### src/rtl/wbuf_pkg.sv
package wbuf_pkg;
  typedef logic [7:0] byte_t;
endpackage

### src/rtl/wbuf_match.sv
module wbuf_match #(
  parameter int N    = 4,
  parameter int TAGW = 27,
  localparam int IW  = (N > 1) ? $clog2(N) : 1
) (
  input  logic                  clk,
  input  logic                  rst,
  input  logic [N-1:0][TAGW-1:0] tags,
  input  logic [N-1:0]          elig,
  input  logic [TAGW-1:0]       key,
  output logic                  hit,
  output logic [IW-1:0]         idx
);
  logic [N-1:0] hits;

  for (genvar i = 0; i < N; i++) begin : g_cmp
    assign hits[i] = elig[i] && (tags[i] == key);
  end

  assign hit = |hits;

  always_comb begin
    idx = '0;
    for (int i = 0; i < N; i++)
      if (hits[i]) idx = IW'(i);
  end

  // the merge target is unique among younger slots
  p_single_match_r3: assert property (@(posedge clk) disable iff (rst)
    $onehot0(hits));
endmodule

### src/rtl/wbuf_ram.sv
module wbuf_ram #(
  parameter int DEPTH = 4,
  parameter int BYTES = 32,
  localparam int AW   = (DEPTH > 1) ? $clog2(DEPTH) : 1
) (
  input  logic               clk,
  input  logic               we,
  input  logic [AW-1:0]      waddr,
  input  logic [BYTES-1:0]   wbe,
  input  logic [8*BYTES-1:0] wdata,
  input  logic               re,
  input  logic [AW-1:0]      raddr,
  output logic [8*BYTES-1:0] rdata
);
  import wbuf_pkg::*;

  byte_t [BYTES-1:0] mem [DEPTH];

  always_ff @(posedge clk) begin
    if (we)
      for (int b = 0; b < BYTES; b++)
        if (wbe[b]) mem[waddr][b] <= wdata[8*b +: 8];
    if (re) rdata <= mem[raddr];
  end
endmodule

### src/rtl/wbuf_drain.sv
module wbuf_drain #(
  parameter int LAT = 15,
  localparam int CW = (LAT > 1) ? $clog2(LAT) : 1
) (
  input  logic clk,
  input  logic rst,
  input  logic pending,
  output logic busy,
  output logic start,
  output logic finish
);
  logic [CW-1:0] cnt;

  assign start  = pending && !busy;
  assign finish = busy && (cnt == CW'(LAT - 1));

  always_ff @(posedge clk) begin
    if (rst) begin
      busy <= 1'b0;
      cnt  <= '0;
    end else if (start) begin
      busy <= 1'b1;
      cnt  <= '0;
    end else if (finish) begin
      busy <= 1'b0;
    end else if (busy) begin
      cnt <= cnt + 1'b1;
    end
  end

  // a write ends after its last latency cycle and leaves a gap
  p_write_len_r5: assert property (@(posedge clk) disable iff (rst)
    finish |=> !busy);
endmodule

### src/rtl/merge_wbuf.sv
module merge_wbuf #(
  parameter int AW         = 32,
  parameter int BLK_BYTES  = 32,
  parameter int WORD_BYTES = 8,
  parameter int DEPTH      = 4,
  parameter int WR_LAT     = 15
) (
  input  logic                                clk,
  input  logic                                rst,
  input  logic                                st_valid,
  output logic                                st_ready,
  input  logic [AW-1:0]                       st_addr,
  input  logic [8*WORD_BYTES-1:0]             st_data,
  input  logic [WORD_BYTES-1:0]               st_be,
  input  logic                                flush_req,
  output logic                                flush_done,
  output logic                                dn_valid,
  output logic [AW-$clog2(BLK_BYTES)-1:0]     dn_addr,
  output logic [8*BLK_BYTES-1:0]              dn_data,
  output logic [BLK_BYTES-1:0]                dn_mask
);
  localparam int OFF_W  = $clog2(BLK_BYTES);
  localparam int WOFF_W = $clog2(WORD_BYTES);
  localparam int BA_W   = AW - OFF_W;
  localparam int WPB    = BLK_BYTES / WORD_BYTES;
  localparam int IDX_W  = (DEPTH > 1) ? $clog2(DEPTH) : 1;
  localparam int CNT_W  = $clog2(DEPTH + 1);

  logic [DEPTH-1:0][BA_W-1:0] ent_addr;
  logic [BLK_BYTES-1:0]       ent_mask [DEPTH];
  logic [IDX_W-1:0]           head;
  logic [CNT_W-1:0]           count;
  logic                       flushing;

  logic [BA_W-1:0]      st_blk;
  logic [BLK_BYTES-1:0] lane_mask;
  logic [DEPTH-1:0]     elig;
  logic                 hit, alloc, st_fire, start, finish, done_now;
  logic [IDX_W-1:0]     hit_idx, tail, wr_idx;
  logic                 unused_low;

  assign unused_low = ^st_addr[WOFF_W-1:0];
  assign st_blk     = st_addr[AW-1:OFF_W];
  assign lane_mask  = BLK_BYTES'(st_be) << (st_addr[OFF_W-1:WOFF_W] * WORD_BYTES);
  assign st_ready   = !flushing && (count < CNT_W'(DEPTH));
  assign st_fire    = st_valid && st_ready;
  assign tail       = head + count[IDX_W-1:0];

  // younger slots only: the oldest one is always on its way out
  for (genvar i = 0; i < DEPTH; i++) begin : g_elig
    logic [IDX_W-1:0] rel;
    assign rel     = IDX_W'(i) - head;
    assign elig[i] = (rel != '0) && (CNT_W'(rel) < count);
  end

  wbuf_match #(.N(DEPTH), .TAGW(BA_W)) u_match (
    .clk(clk), .rst(rst), .tags(ent_addr), .elig(elig), .key(st_blk),
    .hit(hit), .idx(hit_idx));

  assign alloc  = st_fire && !hit;
  assign wr_idx = hit ? hit_idx : tail;

  wbuf_drain #(.LAT(WR_LAT)) u_drain (
    .clk(clk), .rst(rst), .pending(count != '0), .busy(dn_valid),
    .start(start), .finish(finish));

  wbuf_ram #(.DEPTH(DEPTH), .BYTES(BLK_BYTES)) u_ram (
    .clk(clk), .we(st_fire), .waddr(wr_idx), .wbe(lane_mask),
    .wdata({WPB{st_data}}), .re(start), .raddr(head), .rdata(dn_data));

  assign done_now = flushing && ((count == '0) || (finish && count == CNT_W'(1)));

  always_ff @(posedge clk) begin
    if (rst) begin
      head       <= '0;
      count      <= '0;
      flushing   <= 1'b0;
      flush_done <= 1'b0;
    end else begin
      if (finish) head <= head + 1'b1;
      count      <= count + CNT_W'(alloc) - CNT_W'(finish);
      flush_done <= done_now;
      flushing   <= flushing ? !done_now : flush_req;
    end
  end

  always_ff @(posedge clk) begin
    if (st_fire) begin
      if (alloc) ent_addr[wr_idx] <= st_blk;
      ent_mask[wr_idx] <= hit ? (ent_mask[wr_idx] | lane_mask) : lane_mask;
    end
    if (start) begin
      dn_addr <= ent_addr[head];
      dn_mask <= ent_mask[head];
    end
  end

  // occupancy never exceeds capacity
  p_count_bound_r2: assert property (@(posedge clk) disable iff (rst)
    count <= CNT_W'(DEPTH));
  // the downstream write holds address and mask for its whole length
  p_dn_stable_r5: assert property (@(posedge clk) disable iff (rst)
    (dn_valid && $past(dn_valid)) |-> ($stable(dn_addr) && $stable(dn_mask)));
  // done only with nothing buffered and nothing in flight
  p_flush_done_empty_r7: assert property (@(posedge clk) disable iff (rst)
    flush_done |-> (count == '0 && !dn_valid));
endmodule

### config.mk
export PLATFORM = sky130hd
export DESIGN_NAME = merge_wbuf
export DESIGN_NICKNAME = d
export VERILOG_FILES = /design/src/rtl/wbuf_pkg.sv /design/src/rtl/wbuf_match.sv /design/src/rtl/wbuf_ram.sv /design/src/rtl/wbuf_drain.sv /design/src/rtl/merge_wbuf.sv
export SDC_FILE = /design/constraint.sdc
export NUM_CORES = 2
export LEC_CHECK = 0
export BUFFER_PORTS_ARGS = -buffer_cell sky130_fd_sc_hd__buf_4
export CORE_ASPECT_RATIO = 0.75
export CORE_MARGIN = 3
export CORE_UTILIZATION = 60
export CTS_CLUSTER_DIAMETER = 50
export DETAILED_ROUTE_END_ITERATION = 8
export PLACE_DENSITY = 0.82
export RECOVER_POWER = 25
export REMOVE_ABC_BUFFERS = 1
export SLEW_MARGIN = 15
export SYNTH_ARGS = -nofsm -noshare
export SYNTH_HDL_FRONTEND = slang
export SYNTH_SLANG_ARGS = --single-unit
### constraint.sdc
create_clock -name clk -period 21.5 [get_ports clk]
set_input_delay 4.3 -clock clk [delete_from_list [all_inputs] [get_ports clk]]
set_output_delay 4.3 -clock clk [all_outputs]
set_load 0.1 [all_outputs]
==> reports/metrics.yaml <==
final_layout:
  area_growth_pct: 15.9
  regArea_um2: 47500
  fill_cells: 5461
  layout.nets: 3155
  drive_above_1_share_pct: 29.8
  multi_input_area_um2: 10600
floorplanning:
  num_io_pins: 426
  dieArea_um2: 102000
  fp.dieH_um: 277
  rows: 98
  coreArea_um2: 96100
  initial_core_util_pct: 61.0
  die_w_um: 367
critical_path:
  crit_path_end_kind: "register"
  r2r_slack_ns: 11.44
  cp_max_fo: 156
  cp.required_ns: 22.12
  endpoint: "u_drain.cnt[1]"
  max_stage_delay_ns: 6.63
  worstPathCellList: "nor3_1 -> nor2_1 -> clkbuf_1 -> or2_2 -> a211oi_1"
  crit_type: "register to register"
  r2r_start: "count[2]"
  arrival_ns: 10.68
  r2r_cells: 5
  slowest_stage: "clkbuf_1"
  reg2reg_to: "u_drain.cnt[1]"
  crit_start: "count[2]"
  critPathLaunchType: "register"
clock_network:
  cts_resized: 0
  cts_sinks: 1587
  clkLatencyLatePin_ns: 0.78
  clockBufferDepth: 3
  cts.hold.buffers_added: 0
  cts_tree: "built"
  cts_root_buf: "clkbuf_16"
  cts_buffers: 145
  h-tree-depth: 4
  post-cts-setup-buffers: 0
  cts.clk_slew.worst_paths_ns: 0.06
synth:
  synth_ff_type: "edfxtp_1"
  synth_seq_area_share_pct: 81.1
  syn_area_um2: 58600
  synth_top_area_share_pct: 80.7
  synth_seq_cells: 1587
  ys_top_cells_by_area: "edfxtp_1 (81%), mux4_2 (12%), nor2_1 (0.96%)"
  synth.distinct_cells: 43
  synth_cells: 2551
  ys_async_sr_fraction_pct: 0
  ys_top_cells_by_count: "edfxtp_1 (1575), mux4_2 (315), nor2_1 (150), xnor2_1 (64), buf_1 (58)"
  avgSynthCellArea_um2: 23.0
  yosysMostFrequentCell: "edfxtp_1"
  synth-warning-count: 0
  synth_top_area_cell: "edfxtp_1"
  synth_edf_count: 1575
detailed_routing:
  via_per_inst: 6.40
  drt-total-wl_um: 135000
  drt_first_pass_iters: 6
  final_antenna_net_count: 0
  drt-wirelength-per-cell_um: 30.3
  drcViolationCount: 0
  via_count: 28500
  drt_iter0_drc: 3449
grt:
  grt_overflow: 0
  grt_first_pass_wirelength_um: 200000
  grt_start_max_net_pins: 157
  globalRouteTotalUtil_pct: 26.8
  antenna_found_initial: 9
  grt_pass1_vias: 29700
sta:
  hold_violations: 0
  setup_viol: 0
  worst_slew_pin_slew_ns: 9.44
  finalCritPeriodShare_pct: 46.8
  clock_skew_ns: 0.0448
  rsz0062_at_grt: "no"
  period_needed_ns: 10.06
  slew_headroom_pct: -530
  max_freq_ghz: 0.0994
  tns_ns: 0
  slew_violations: 655
power:
  p_clk_share_pct: 31.9
  power_switching_mw: 2.82
  power_frac_seq_pct: 46.2
  switching_share_pct: 33.7
  pwr-share-comb_pct: 21.9
  vdd_drop_max_mv: 0.103
  intPower_mw: 5.55
  p_leak_nw: 21.6
  power_density_nw_per_um2: 123
  p_total_mw: 8.37
status:
  violations: "capacitance limit, slew limit"
  status: "finished, violations left"
placed_design:
  hpwl_um: 76500
  io_buffers: 422
  gp_congestion: 0.825
flow_run:
  maxCapViolCount: 11
hold_path:
  hp-class: "register to register"
cells in the final DEF (no fill, tap or decap), types with 25 or more instances in the layout:
cell type,instances
a22oi_1,32
xnor2_1,64
mux4_2,315
nor2_1,145
buf_4,382
o221ai_1,32
clkinv_1,26
mux2i_1,32
clkbuf_16,147
a21oi_1,38
clkinv_2,25
xor2_1,51
nand2_1,35
clkbuf_1,89
edfxtp_1,1575
power by group through the flow:
stage          Sequential, mW  Clock (mW)  Combinational [mW]
2_1_floorplan            5.13           0               0.213
6_report                 3.86        2.67                1.84
3_3_place_gp             3.87           0                1.82
5_1_grt                  3.88        2.82                1.88
3_5_place_dp             3.87           0                1.85
4_1_cts                  3.82        2.70                1.86
cells by family (layout without fill, tap and decap cells):
family	after synthesis	in the layout	synth area share [%]
AO/OA/AOI/OAI	118	118	1.50
XOR/XNOR	115	115	1.72
adder cells (fa/ha/maj)	16	16	0.354
buffers and inverters	133	732	0.945
flip-flops	1587	1587	81.1
multiplexers	347	347	12.6
other	0	4	0
AND/OR/NAND/NOR	235	235	1.75
worst min path at each step:
stage / startpoint / cells after the start / to
floorplan: flushing / 1 / flushing
global placement: flushing / 1 / flushing
detailed placement: flushing / 1 / flushing
CTS: flushing / 1 / flushing
global route: flushing / 1 / flushing
finish: flushing / 1 / flushing
metrics by stage:
stage | setup WS, ns | instances | hold WS, ns | area (µm²) | util, %
2_1_floorplan | 2.92 | 2434 | 0.448 | 58100 | -
3_3_place_gp | 12.17 | 4183 | 0.472 | 63200 | 65.8
3_5_place_dp | 12.05 | 4183 | 0.485 | 63200 | 65.8
4_1_cts | 12.88 | 4449 | 0.495 | 68200 | 70.9
5_1_grt | 10.60 | 4453 | 0.518 | 67900 | 70.7
6_report | 11.44 | 4454 | 0.508 | 67900 | 70.7
final cells by class:
class / instances / area share, %
clock inverter: 96 / 1.72
sequential: 1587 / 70.0
inverter: 16 / 0.0884
antenna: 4 / 0.0147
tap: 1300 / 2.39
clock buffer: 170 / 5.54
multi-input combinational: 831 / 15.6
timing repair buffer: 450 / 4.63
metal layers:
| layer | wire, µm | track usage (%) |
|---|---|---|
| met1 | 48900 | 35.7 |
| met2 | 69300 | 44.6 |
| met3 | 12600 | 6.14 |
| met4 | 4190 | 8.98 |
| met5 | 53 | 0 |
flip-flops by register name, summed over array words and instances, names as in the netlist:
signal and count:
count 3, dn_addr 27, dn_mask 32, ent_addr 108, ent_mask 128, flush_done 1, flushing 1, head 2
u_drain.busy 1, u_drain.cnt 4, u_ram.mem 1024, u_ram.rdata 256
worst max-delay path, delay by kind of cell (launching register included):
kind / cells / cell delay [ns]
buf+inv: 1 / 6.63
simple gates: 3 / 2.61
flops: 1 / 0.51
compound gates: 1 / 0.08
No activity file was read; power rests on OpenSTA's default activity.
